==> src/rtl/rom_bank_pkg.sv <==
// Package: shared widths and the register-region encoding of the bank controller.
// Assumes the region is selected by address lines A14..A13 with A15 low.
package rom_bank_pkg;
    localparam int BANK_W  = 5;
    localparam int UPPER_W = 2;
    localparam int AHI_W   = 3;
    localparam int ROM_W   = BANK_W + UPPER_W;

    typedef enum logic [1:0] {
        RG_RAMEN = 2'b00,
        RG_BANK  = 2'b01,
        RG_UPPER = 2'b10,
        RG_MODE  = 2'b11
    } region_e;

    localparam int NUM_RG = 4;
endpackage

==> src/rtl/rbc_write_decode.sv <==
// Module: turns a strobed CPU write in the lower half of the map into
// one load enable per control register.
// Assumes cpu_a_hi[AHI_W-1] is A15 and the two lines below it pick the region.
module rbc_write_decode
    import rom_bank_pkg::*;
#(
    parameter int A_W = AHI_W
) (
    input  logic [A_W-1:0]    a_hi,
    input  logic              wr,
    output logic [NUM_RG-1:0] load
);
    localparam int RG_LSB = A_W - 3;

    genvar g;
    generate
        for (g = 0; g < NUM_RG; g++) begin : g_rg
            // Purpose: raise load[g] when the write targets region g.
            always_comb begin
                load[g] = wr && !a_hi[A_W-1] && (a_hi[RG_LSB+1:RG_LSB] == 2'(g));
            end
        end
    endgenerate
endmodule

==> src/rtl/rbc_bank_regs.sv <==
// Module: the four control registers, including the zero-to-one
// substitution on the bank number.
// Assumes only the data lines it is given are visible; wider CPU values
// have already been cut to D_W bits by the bus.
module rbc_bank_regs
    import rom_bank_pkg::*;
#(
    parameter int D_W  = BANK_W,
    parameter int UP_W = UPPER_W
) (
    input  logic              clk,
    input  logic              rst_n,
    input  logic [NUM_RG-1:0] load,
    input  logic [D_W-1:0]    din,
    output logic [D_W-1:0]    bank_q,
    output logic [UP_W-1:0]   upper_q,
    output logic              mode_q,
    output logic              ram_en_q
);
    localparam logic [D_W-1:0] BANK_ONE = D_W'(1);
    localparam logic [3:0]     EN_KEY   = 4'hA;

    logic [D_W-1:0] bank_next;

    // Purpose: substitute bank 1 when the visible bits are all zero.
    always_comb begin
        bank_next = (din == '0) ? BANK_ONE : din;
    end

    // Purpose: load the register selected by the decoder, or reset.
    always_ff @(posedge clk) begin
        if (!rst_n) begin
            bank_q   <= BANK_ONE;
            upper_q  <= '0;
            mode_q   <= 1'b0;
            ram_en_q <= 1'b0;
        end else begin
            if (load[RG_RAMEN]) ram_en_q <= (din[3:0] == EN_KEY);
            if (load[RG_BANK])  bank_q   <= bank_next;
            if (load[RG_UPPER]) upper_q  <= din[UP_W-1:0];
            if (load[RG_MODE])  mode_q   <= din[0];
        end
    end
endmodule

==> src/rtl/rbc_addr_map.sv <==
// Module: forms the ROM upper address lines, RAM bank lines and RAM select
// from the register state and the current CPU address.
// Assumes A14 separates the fixed window from the switchable one.
module rbc_addr_map
    import rom_bank_pkg::*;
#(
    parameter int A_W  = AHI_W,
    parameter int D_W  = BANK_W,
    parameter int UP_W = UPPER_W
) (
    input  logic [A_W-1:0]      a_hi,
    input  logic [D_W-1:0]      bank_q,
    input  logic [UP_W-1:0]     upper_q,
    input  logic                mode_q,
    input  logic                ram_en_q,
    output logic [D_W+UP_W-1:0] rom_a,
    output logic [UP_W-1:0]     ram_bank,
    output logic                ram_sel
);
    localparam logic [A_W-1:0] RAM_WIN = A_W'(3'b101) << (A_W - 3);
    localparam int             A14_BIT = A_W - 2;

    logic [UP_W-1:0] upper_eff;

    // Purpose: the upper field applies to the fixed window and RAM only in mode 1.
    always_comb begin
        upper_eff = mode_q ? upper_q : '0;
    end

    // Purpose: choose the ROM bank lines for the window being read.
    always_comb begin
        if (a_hi[A14_BIT]) rom_a = {upper_q, bank_q};
        else               rom_a = {upper_eff, {D_W{1'b0}}};
    end

    // Purpose: drive the RAM bank lines and the RAM chip select.
    always_comb begin
        ram_bank = upper_eff;
        ram_sel  = ram_en_q && (a_hi == RAM_WIN);
    end
endmodule

==> src/rtl/rom_bank_ctrl.sv <==
// Module: top of the five-bit ROM bank controller. It ties the write
// decoder, the register set and the address map together.
// Assumes a single clock, with CPU writes sampled on its rising edge.
module rom_bank_ctrl
    import rom_bank_pkg::*;
(
    input  logic               clk,
    input  logic               rst_n,
    input  logic [AHI_W-1:0]   cpu_a_hi,
    input  logic [BANK_W-1:0]  cpu_d_lo,
    input  logic               cpu_wr,
    output logic [ROM_W-1:0]   rom_a_hi,
    output logic [UPPER_W-1:0] ram_bank,
    output logic               ram_sel
);
    logic [NUM_RG-1:0]  load;
    logic [BANK_W-1:0]  bank_q;
    logic [UPPER_W-1:0] upper_q;
    logic               mode_q;
    logic               ram_en_q;

    rbc_write_decode #(.A_W(AHI_W)) dec_i (
        .a_hi (cpu_a_hi),
        .wr   (cpu_wr),
        .load (load)
    );

    rbc_bank_regs #(.D_W(BANK_W), .UP_W(UPPER_W)) regs_i (
        .clk      (clk),
        .rst_n    (rst_n),
        .load     (load),
        .din      (cpu_d_lo),
        .bank_q   (bank_q),
        .upper_q  (upper_q),
        .mode_q   (mode_q),
        .ram_en_q (ram_en_q)
    );

    rbc_addr_map #(.A_W(AHI_W), .D_W(BANK_W), .UP_W(UPPER_W)) map_i (
        .a_hi     (cpu_a_hi),
        .bank_q   (bank_q),
        .upper_q  (upper_q),
        .mode_q   (mode_q),
        .ram_en_q (ram_en_q),
        .rom_a    (rom_a_hi),
        .ram_bank (ram_bank),
        .ram_sel  (ram_sel)
    );
endmodule

==> config.mk <==
export PLATFORM = sky130hd
export DESIGN_NAME = rom_bank_ctrl
export DESIGN_NICKNAME = d
export VERILOG_FILES = /design/src/rtl/rom_bank_pkg.sv /design/src/rtl/rbc_write_decode.sv /design/src/rtl/rbc_bank_regs.sv /design/src/rtl/rbc_addr_map.sv /design/src/rtl/rom_bank_ctrl.sv
export SDC_FILE = /design/constraint.sdc
export NUM_CORES = 1
export LEC_CHECK = 0
export ABC_AREA = 0
export BUFFER_PORTS_ARGS = -buffer_cell sky130_fd_sc_hd__buf_2
export CAP_MARGIN = 15
export CORE_AREA = 2 2 39 41
export CTS_CLUSTER_DIAMETER = 200
export DETAILED_ROUTE_END_ITERATION = 7
export DIE_AREA = 0 0 41 43
export PLACE_DENSITY = 0.65
export RECOVER_POWER = 100
export SLEW_MARGIN = 20
export SYNTH_ARGS = -nofsm -noshare
export SYNTH_HDL_FRONTEND = slang
export SYNTH_SLANG_ARGS = --single-unit
==> constraint.sdc <==
create_clock -name clk -period 1.7 [get_ports clk]
set_input_delay 0.17 -clock clk [delete_from_list [all_inputs] [get_ports clk]]
set_output_delay 0.17 -clock clk [all_outputs]
set_load 0.1 [all_outputs]
==> out/metrics.sh, run 1 <==
TRITONCTS='built'
RSZ0062_AT_GRT='false'
VIA_COUNT_OF_THE_FIRST_GLOBAL_ROUTING_PASS=372
DRTPASS1ITERATIONS=2
HOLD_VIOLATIONS_FINAL=0
PORTION_OF_THE_POST_SYNTHESIS_AREA_USED_BY_SEQUENTIAL_ELEMENTS_PCT=38.5
CTSRESIZECOUNT=0
CRITPATHREQUIREDTIME_NS=1.53
WIRELENGTH_MICRONS=911
CTS-BUFFERS-INSERTED=3
AREA_GROWTH_SYN_TO_LAYOUT_PCT=26.7
PLACEABLECOREAREA_SQ_MM=0.00138
PATH_CELLS='and4b_2 > clkbuf_2'
POWER.DENSITY_CELL_AREA_mW_PER_MM2=760
DRT_DRC_VIOLATIONS_LEFT=0
FINAL.SETUP.TNS_NS=0
FLOORPLAN.DIE_AREA_SQ_MM=0.00176
PEAKVDDDROP_mV=0.339
CRITICAL_PATH_CLASS='register to output pin'
CP-END-KIND='output pin'
YS_WARN_COUNT=0
MIN_PERIOD_OVER_PERIOD_PCT=83.5
WORSTREG2REGSTART='regs_i.mode_q'
TIMING.CLOCK.SKEW_NS=0
POST_CTS_BUFFERS=0
GRT_USAGE_PCT=12.3
HOLD_PATH_SINK='regs_i.upper_q[1]'
CLOCK_TREE_ROOT='clkbuf_4'
RRSETUPSLACK_NS=1.10
STARTING_DENSITY_PCT=33.8
DISTINCT_CELLS_SYNTH=21
VIAS_PER_CELL=4.90
MAX_FREQ_GHz=0.704
WORST_SETUP_MARGIN_NS=0.280
ANTENNA_FOUND_INITIAL=0
DRIVE_ABOVE_1_SHARE_PCT=32.4
R2R.WORST_PATH.CELLS=2
MAX-SLEW-MARGIN-REL_PCT=64.2
ROUTED-VIA-COUNT=426
FINALCRITICALPERIOD_NS=1.42
DIE_H_MICRONS=43
LEAKAGE_nW=0.248
SYNTH.NET_COUNT=61
CRIT_PATH_LAUNCH_TYPE='register'
LAYOUT.CELLS.MOST_COMMON='clkbuf_2'
NUMCLOCKSINKS=9
GLOBALROUTEOVERFLOWTOTAL=0
CLKSLEWWORSTSETUPHOLDPATHS_NS=0.06
HOLDCRITPATHCLASS='input pin to register'
CRITICAL_PATH.MAX_FANOUT=2
PRE_CTS_WS_NS=0.502
CP_SLOWEST_STAGE_DELAY_NS=0.45
NUM_ROWS=14
DIE_W_MICRONS=41
CTSHTREEMAXLEVEL=1
IO_BUFFERS=20
DETAILED_PLACE.AREA_SQ_UM=568
GRT_MAX_DEGREE=13
GLOBALPLACE.CONGESTION=0.745
PLACE_HPWL_MICRONS=709
WORST_HOLD_STARTPOINT='cpu_d_lo[1]'
FLIP_FLOP_AND_LATCH_COUNT_AFTER_SYNTHESIS=9
TIMING.FINAL.SETUP_VIOLATIONS=0
DRT.ANTENNA.VIOLATING_NETS=0
CRIT_SLOWEST_CELL='clkbuf_2'
CP_DATA_ARRIVAL_TIME_NS=1.25
SLEW_VIOL_FINAL=0
INITIALDRTVIOLATIONCOUNT=1
CLK_PATH_BUF_DEPTH=2
NUMBER_OF_TOP_LEVEL_PINS=21
NETS=83
WORST_SKEW_LATE_LATENCY_NS=0.26
WL_PER_CELL_MICRONS=10.5
SYNTH_AREA_PER_CELL_SQ_UM=9.36
CTS_HOLD_BUFFERS=0
NETLIST_INSTANCES=50
GRT_PASS1_WL_MM=1.46
RUN_STATUS='finished clean'
FINAL_DESIGN_AREA_NO_FILL_SQ_UM=593
LAYOUT_COMMON_CELLS='clkbuf_2, buf_2, dfxtp_1'
INSERTED_DIODES=0
RR_ENDPOINT='regs_i.mode_q'
MEASURED_SLEW_AT_THE_WORST_SLEW_CHECK_PIN_NS=0.539
HOLD_DEPTH=3
MAXCAPVIOLCOUNT=0
CELL_AREA_AFTER_TECHNOLOGY_MAPPING_SQ_UM=468
[area by class of cell]
type                       count  area (sq um)
sequential                     9           180
fill                         149           791
tap                           16          20.0
timing repair buffer          20          98.8
clock buffer                   4          26.3
multi-input combinational     38           268
[flip-flops by register name (all words and copies together), names as in the netlist]
register,cells
regs_i.bank_q,5
regs_i.upper_q,2
regs_i.mode_q,1
regs_i.ram_en_q,1
[worst max-delay path: cells and delay by family, from the launching register on]
family | cells | cell delay (ns)
buffers and inverters | 1 | 0.45
AND/OR/NAND/NOR | 1 | 0.22
flip-flops | 1 | 0.33
[metal layers]
layer | wire length [microns] | vias to the layer above | track usage (%)
li1 | - | 219 | -
met1 | 413 | 192 | 15.9
met2 | 426 | 11 | 16.3
met3 | 42 | 4 | 1.57
met4 | 29 | 0 | 12.0
met5 | 0 | - | 0
[synthesized netlist by cell type (all sizes together)]
cell / count / share of area, %
nand2: 3 / 2.4
dfxtp: 9 / 39
and4bb: 2 / 5.3
nor4b: 1 / 1.9
nor4bb: 1 / 2.1
mux2i: 5 / 11
nor2b: 5 / 6.7
nor3b: 1 / 1.6
and4b: 1 / 2.4
nor4: 1 / 1.3
o21a: 2 / 3.2
buf: 2 / 3.5
nor2: 1 / 0.80
nand4b: 1 / 1.9
clkbuf: 1 / 0.80
nand3: 3 / 3.2
and2: 7 / 9.4
o21ai: 4 / 4.3
[kinds of logic after synthesis]
group	synth area share [%]
AOI/OAI and AO/OA	7.48
buffers and inverters	4.28
DFF	38.5
muxes	10.7
and+or+nand+nor	39.0
[how the worst max path moves through the flow]
| stage | from | to | slack (ns) |
|---|---|---|---|
| floorplan | regs_i.mode_q | ram_bank[0] | 0.42 |
| global placement | cpu_a_hi[1] | regs_i.bank_q[0] | 0.52 |
| detailed placement | cpu_a_hi[1] | regs_i.bank_q[0] | 0.50 |
| CTS | regs_i.ram_en_q | ram_sel | 0.30 |
| global route | regs_i.mode_q | rom_a_hi[5] | 0.24 |
| finish | regs_i.ram_en_q | ram_sel | 0.28 |
[stage by stage]
step / cells / power, mW / hold WS [ns] / utilization, %
after global placement: 83 / 0.291 / 0.447 / 41.0
after detailed placement: 83 / 0.291 / 0.457 / 41.0
after CTS: 87 / 0.460 / 0.180 / 42.9
after global routing: 87 / 0.474 / 0.210 / 42.9
final: 87 / 0.451 / 0.182 / 42.9
after floorplan: 50 / 0.269 / 0.300 / -
[report_power, final]
group / switching, mW / internal [mW]
logic: 0.0463 / 0.0219
registers: 0.00224 / 0.215
clock network: 0.0748 / 0.0905
total: 0.123 / 0.327
No activity file was read; power rests on OpenSTA's default activity.
==> run 2: changes to the inputs <==
==> constraint.sdc (replaced) <==
create_clock -name clk -period 1.5 [get_ports clk]
set_input_delay 0.15 -clock clk [delete_from_list [all_inputs] [get_ports clk]]
set_output_delay 0.15 -clock clk [all_outputs]
set_load 0.1 [all_outputs]
==> run 2 against run 1 <==
Sequential cell count is the same. Register-to-register slack lost 0.20 ns. Critical path depth is the same. Combinational power grew 14%. First-iteration DRC count grew to 8.0 times the previous value. Global-route usage grew 0.62 points. Hold slack lost 0.016 ns. Die area is the same.
==> out/metrics.sh, run 2 (synthesis gave the netlist of run 1 again) <==
FINALCRITICALPERIOD_NS=1.40
GLOBALROUTEOVERFLOWTOTAL=0  # unchanged
WL_PER_CELL_MICRONS=10.8  # +3.2%
SLEW_VIOL_FINAL=0  # unchanged
GRT_USAGE_PCT=12.9  # +0.62 points
PRE_CTS_WS_NS=0.305  # -0.197 ns
AREA_GROWTH_SYN_TO_LAYOUT_PCT=26.7  # unchanged
MAX_FREQ_GHz=0.715
ANTENNA_FOUND_INITIAL=0  # unchanged
STARTING_DENSITY_PCT=33.8  # unchanged
NUMBER_OF_TOP_LEVEL_PINS=21  # unchanged
RUN_STATUS='finished clean'
LEAKAGE_nW=0.245  # -1.1%
RR_ENDPOINT='regs_i.bank_q[2]'
NUM_ROWS=14  # unchanged
LARGEST_REGISTER_FF_COUNT=5  # unchanged
VIA_COUNT_OF_THE_FIRST_GLOBAL_ROUTING_PASS=385  # +3.5%
R2R.WORST_PATH.CELLS=2  # unchanged
CRITICAL_PATH_CLASS='register to output pin'
WIRELENGTH_MICRONS=940  # +3.2%
LAYOUT_COMMON_CELLS='clkbuf_2, buf_2, dfxtp_1'
CTSHTREEMAXLEVEL=1  # unchanged
GRT_PASS1_WL_MM=1.48  # +1.9%
TIMING.FINAL.SETUP_VIOLATIONS=0  # unchanged
CTS-BUFFERS-INSERTED=3  # unchanged
DRT_DRC_VIOLATIONS_LEFT=0  # unchanged
TRITONCTS='built'
HOLDCRITPATHCLASS='input pin to register'
DRT.ANTENNA.VIOLATING_NETS=0  # unchanged
DRTPASS1ITERATIONS=4  # +2
DIE_H_MICRONS=43  # unchanged
RSZ0062_AT_GRT='false'
FINAL_DESIGN_AREA_NO_FILL_SQ_UM=593  # unchanged
CRITPATHREQUIREDTIME_NS=1.35  # -0.18 ns
CTSRESIZECOUNT=0  # unchanged
REG.LARGEST.LIST='regs_i.bank_q: 5 flops, regs_i.upper_q: 2 flops'
GLOBALPLACE.CONGESTION=0.738  # -0.91%
CP-END-KIND='output pin'
CRIT_PATH_LAUNCH_TYPE='register'
DIE_W_MICRONS=41  # unchanged
WORST_SKEW_LATE_LATENCY_NS=0.25  # about the same
FLOORPLAN.DIE_AREA_SQ_MM=0.00176  # unchanged
MIN_PERIOD_OVER_PERIOD_PCT=93.3
CLOCK_TREE_ROOT='clkbuf_4'
ROUTE.LAYER.MET1.WL_MICRONS=394  # -4.6%
TIMING.CLOCK.SKEW_NS=0  # unchanged
CTS_HOLD_BUFFERS=0  # unchanged
ROUTED-VIA-COUNT=426  # unchanged
INITIALDRTVIOLATIONCOUNT=8  # +7
FINAL.SETUP.TNS_NS=0  # unchanged
CP_DATA_ARRIVAL_TIME_NS=1.25  # about the same
PLACEABLECOREAREA_SQ_MM=0.00138  # unchanged
POWER.DENSITY_CELL_AREA_mW_PER_MM2=863  # +14%
PLACE_HPWL_MICRONS=718  # +1.2%
HOLD_DEPTH=3  # unchanged
WORST_SETUP_MARGIN_NS=0.101  # -0.179 ns
MET2_LENGTH_MICRONS=480  # +13%
MOST_FLOP_HEAVY_REGISTER='regs_i.bank_q'
DRIVE_ABOVE_1_SHARE_PCT=33.8  # +1.4 points
FILLERS=148  # -0.67%
WL_MET3_MICRONS=46  # +9.5%
MEASURED_SLEW_AT_THE_WORST_SLEW_CHECK_PIN_NS=0.544  # +0.00448 ns
CLKSLEWWORSTSETUPHOLDPATHS_NS=0.06  # about the same
MAXCAPVIOLCOUNT=0  # unchanged
NETS=83  # unchanged
PEAKVDDDROP_mV=0.452  # +33%
MAX-SLEW-MARGIN-REL_PCT=63.9  # -0.30 points
NUMCLOCKSINKS=9  # unchanged
VIAS_PER_CELL=4.90  # unchanged
GRT_MAX_DEGREE=13  # unchanged
IO_BUFFERS=20  # unchanged
WORSTREG2REGSTART='regs_i.bank_q[2]'
LAYOUT.CELLS.MOST_COMMON='clkbuf_2'
HOLD_PATH_SINK='regs_i.upper_q[1]'
RRSETUPSLACK_NS=0.90  # -0.20 ns
WORST_HOLD_STARTPOINT='cpu_d_lo[1]'
DETAILED_PLACE.AREA_SQ_UM=568  # unchanged
POST_CTS_BUFFERS=0  # unchanged
CLK_PATH_BUF_DEPTH=2  # unchanged
INSERTED_DIODES=0  # unchanged
HIGHEST_LAYER='met4'
HOLD_VIOLATIONS_FINAL=0  # unchanged
CRITICAL_PATH.MAX_FANOUT=2  # unchanged
-- run 2: worst max-delay path, stage by stage, from the launching register on --
cell and delay [ns]:
dfxtp_1 0.32, and4b_2 0.22, clkbuf_2 0.45
-- run 2: cell type report --
| cell class | count | area, sq um | area share (%) |
|---|---|---|---|
| Multi-Input combinational cell | 38 | 268 | 45.1 |
| Sequential cell | 9 | 180 | 30.4 |
| Timing Repair Buffer | 20 | 98.8 | 16.7 |
| Clock buffer | 4 | 26.3 | 4.43 |
| Tap cell | 16 | 20.0 | 3.38 |
-- run 2: metal layers --
metal,GRT usage [%],vias up
met3,3.14,2
met2,17.5,9
li1,-,218
met4,12.0,0
met1,15.6,197
met5,0,-
-- run 2: stage by stage --
| step | total power [mW] | cells | utilization, % | hold slack (ns) |
|---|---|---|---|---|
| 2_1_floorplan | 0.305 | 50 | - | 0.280 |
| 3_3_place_gp | 0.330 | 83 | 41.0 | 0.429 |
| 3_5_place_dp | 0.330 | 83 | 41.0 | 0.440 |
| 4_1_cts | 0.518 | 87 | 42.9 | 0.168 |
| 5_1_grt | 0.538 | 87 | 42.9 | 0.192 |
| 6_report | 0.512 | 87 | 42.9 | 0.166 |
-- run 2: worst max-delay path by stage --
stage               startpoint                to  cells past startpoint  slack (ns)
2_1_floorplan    regs_i.mode_q       ram_bank[0]                      1        0.24
4_1_cts        regs_i.ram_en_q           ram_sel                      2        0.13
3_5_place_dp       cpu_a_hi[1]  regs_i.bank_q[0]                      4        0.31
3_3_place_gp       cpu_a_hi[1]  regs_i.bank_q[0]                      4        0.34
5_1_grt          regs_i.mode_q       rom_a_hi[5]                      2        0.04
6_report       regs_i.ram_en_q           ram_sel                      2        0.10
-- run 2: report_power, final --
group	internal, mW	switching [mW]
Sequential	0.244	0.00245
Clock	0.103	0.0858
Combinational	0.0250	0.0527
==> run 3: changes to the inputs <==
--- a/config.mk
+++ b/config.mk
@@ -5,14 +5,14 @@
 export SDC_FILE = /design/constraint.sdc
 export NUM_CORES = 1
 export LEC_CHECK = 0
-export ABC_AREA = 0
+export ABC_AREA = 1
 export BUFFER_PORTS_ARGS = -buffer_cell sky130_fd_sc_hd__buf_2
 export CAP_MARGIN = 15
 export CORE_AREA = 2 2 39 41
 export CTS_CLUSTER_DIAMETER = 200
 export DETAILED_ROUTE_END_ITERATION = 7
 export DIE_AREA = 0 0 41 43
-export PLACE_DENSITY = 0.65
+export PLACE_DENSITY = 0.7
 export RECOVER_POWER = 100
 export SLEW_MARGIN = 20
 export SYNTH_ARGS = -nofsm -noshare
==> run 3 against run 2 <==
Sequential power grew 2%. Synthesized cell count grew 78%. Cell area grew 7.6%. Sequential share of layout area shrank 2.1 points. Routed wire length grew 9.5%. Critical path type unchanged.
==> out/metrics.sh, run 3 <==
TIMING.CLOCK.SKEW_NS=0  # unchanged
NUMBER_OF_TOP_LEVEL_PINS=21  # unchanged
GRT_MAX_DEGREE=11  # -2
POSTSYNTH.ASYNCRESETSHARE_PCT=0  # unchanged
DETAILED_PLACE.AREA_SQ_UM=644  # +13%
DRTPASS1ITERATIONS=4  # unchanged
DRT_DRC_VIOLATIONS_LEFT=0  # unchanged
FINAL_DESIGN_AREA_NO_FILL_SQ_UM=638  # +7.6%
POST_CTS_BUFFERS=0  # unchanged
MEASURED_SLEW_AT_THE_WORST_SLEW_CHECK_PIN_NS=0.546  # +0.00238 ns
MAX_FREQ_GHz=0.718  # +0.42%
YS_WARN_COUNT=0  # unchanged
WIRELENGTH_MM=1.03  # +9.5%
SYNTH_AREA_PER_CELL_SQ_UM=6.03  # -36%
GLOBALROUTEOVERFLOWTOTAL=0  # unchanged
HOLDCRITPATHCLASS='input pin to register'
NUMCLOCKSINKS=9  # unchanged
DIE_H_MICRONS=43  # unchanged
MAXCAPVIOLCOUNT=0  # unchanged
FLIP_FLOP_AND_LATCH_COUNT_AFTER_SYNTHESIS=9  # unchanged
SYNTH-EDFF-COUNT=0  # unchanged
HOLD_WS_NS=0.154  # -0.0115 ns
PLACE_HPWL_MICRONS=781  # +8.8%
CRIT_PATH_LAUNCH_TYPE='register'
NETLIST_TOP_CELLS_AREA='dfxtp_1, nand2_1, nor2_1, inv_1, nand2_4'
AREA_GROWTH_SYN_TO_LAYOUT_PCT=18.9
WORSTPATHBUFFERINVERTERCOUNT=1  # unchanged
POST-PLACE-CELLS=123  # +48%
FINAL_UTIL_PCT=46.1  # +3.3 points
MIN_PERIOD_OVER_PERIOD_PCT=92.9  # -0.39 points
ANTENNA_FOUND_INITIAL=0  # unchanged
CP-END-KIND='output pin'
IO_BUFFERS=20  # unchanged
FINALCRITICALPERIOD_NS=1.39  # -0.00583 ns
VIAS_PER_CELL=4.45  # -9.1%
CTS-BUFFERS-INSERTED=3  # unchanged
GLOBALPLACE.CONGESTION=0.704  # -4.7%
SYNTH_TOP_CELL_AREA_SHARE_PCT=33.6  # -4.9 points
RSZ0062_AT_GRT='false'
WORST_SKEW_LATE_LATENCY_NS=0.27  # +0.02 ns
ROUTED-VIA-COUNT=565  # +33%
WL_PER_CELL_MICRONS=8.10  # -25%
POST_LAYOUT_NONFILLER_INSTANCES=127  # +46%
DRIVE_ABOVE_1_SHARE_PCT=21.6  # -12 points
LAYOUT_COMMON_CELLS='nand2_1, nor2_1, inv_1'
CELL_AREA_AFTER_TECHNOLOGY_MAPPING_SQ_UM=537  # +15%
LAYOUT.CELLS.MOST_COMMON='nand2_1'
GRT_USAGE_PCT=15.2  # +2.3 points
NETLIST_INSTANCES=89  # +78%
PLACEABLECOREAREA_SQ_MM=0.00138  # unchanged
SLEW_VIOL_FINAL=0  # unchanged
SYNTH_AREA_LEADER_CELL='dfxtp_1'
PATH_CELLS='o21a_1 > buf_2'
CP_DATA_ARRIVAL_TIME_NS=1.24  # about the same
INITIALDRTVIOLATIONCOUNT=9  # +1
PORTION_OF_THE_POST_SYNTHESIS_AREA_USED_BY_SEQUENTIAL_ELEMENTS_PCT=33.6  # -4.9 points
CPLARGESTDELAYFAMILY='buffers and inverters'
DIE_W_MICRONS=41  # unchanged
CRITICAL_PATH.MAX_FANOUT=5  # +3
CRITPATHREQUIREDTIME_NS=1.35  # about the same
LARGEST_REGISTER_FF_COUNT=5  # unchanged
RUN_STATUS='finished clean'
SYNTH.MOST_COMMON_CELL='nand2_1'
POWER.DENSITY_CELL_AREA_mW_PER_MM2=869  # +0.70%
CTS_HOLD_BUFFERS=0  # unchanged
FILLERS=163  # +10%
HOLD_VIOLATIONS_FINAL=0  # unchanged
CLOCK_TREE_ROOT='clkbuf_4'
CP_SLOWEST_STAGE_DELAY_NS=0.42  # -0.03 ns
RRSETUPSLACK_NS=0.87  # -0.03 ns
CRITICAL_PATH_CLASS='register to output pin'
NUM_ROWS=14  # unchanged
SYNTH.NET_COUNT=100  # +64%
FINAL.SETUP.TNS_NS=0  # unchanged
MOST_FLOP_HEAVY_REGISTER='regs_i.bank_q'
CRIT_SLOWEST_CELL='buf_2'
PEAKVDDDROP_mV=0.559  # +24%
WORST_SETUP_MARGIN_NS=0.107  # +0.00583 ns
LEAKAGE_nW=0.387  # +58%
TRITONCTS='built'
PRE_CTS_WS_NS=0.382  # +0.0772 ns
SYNTH_COMMONEST_CELLS='nand2_1, nor2_1, inv_1, dfxtp_1'
CTSHTREEMAXLEVEL=1  # unchanged
CTSRESIZECOUNT=0  # unchanged
DISTINCT_CELLS_SYNTH=13  # -38%
DRT.ANTENNA.VIOLATING_NETS=0  # unchanged
CLKSLEWWORSTSETUPHOLDPATHS_NS=0.06  # about the same
POWER_mW=0.555  # +8.3%
FLOORPLAN.DIE_AREA_SQ_MM=0.00176  # unchanged
INSERTED_DIODES=0  # unchanged
GRT_PASS1_WL_MM=1.76  # +19%
VIA_COUNT_OF_THE_FIRST_GLOBAL_ROUTING_PASS=440  # +14%
REG.LARGEST.LIST='regs_i.bank_q: 5 flops, regs_i.upper_q: 2 flops'
NETS=123  # +48%
MAX-SLEW-MARGIN-REL_PCT=63.5  # -0.45 points
SYNTHFLOPTYPE='dfxtp_1'
TIMING.FINAL.SETUP_VIOLATIONS=0  # unchanged
STARTING_DENSITY_PCT=38.8  # +5.0 points
CLK_PATH_BUF_DEPTH=2  # unchanged
## run 3: final timing paths
check,from,end,depth (start not counted)
setup reg to reg,regs_i.mode_q,regs_i.mode_q,2
hold / removal,rst_n,regs_i.bank_q[0],2
hold reg to reg,regs_i.bank_q[2],regs_i.bank_q[2],2
setup / recovery,regs_i.mode_q,rom_a_hi[6],2
## run 3: cell families after synthesis
| kind of cell | count (synthesis) | share of synthesized area, % |
|---|---|---|
| AO/OA/AOI/OAI | 3 | 3.73 |
| buffers and inverters | 18 | 14.9 |
| flip-flops | 9 | 33.6 |
| AND/OR/NAND/NOR | 59 | 47.8 |
## run 3: layout make-up
cell class	count	area, sq um	area share (%)
clock buffer	4	26.3	4.12
inverter	16	61.3	9.61
multi-input combinational	62	253	39.6
sequential	9	180	28.2
tap	16	20.0	3.14
timing repair buffer	20	97.6	15.3
## run 3: where the power goes
group	switching (mW)	internal [mW]	total [mW]	leakage [nW]
clock	0.0887	0.103	0.191	0.0150
combinational	0.0820	0.0289	0.111	0.299
sequential	0.00508	0.247	0.252	0.0732
total	0.176	0.379	0.555	0.387
## run 3: routing by layer
metal / GRT usage, % / part of all wire (%)
met1: 18.0 / 43
met2: 21.3 / 47
met3: 7.85 / 6.9
met5: 0 / 0
met4: 8.00 / 2.6
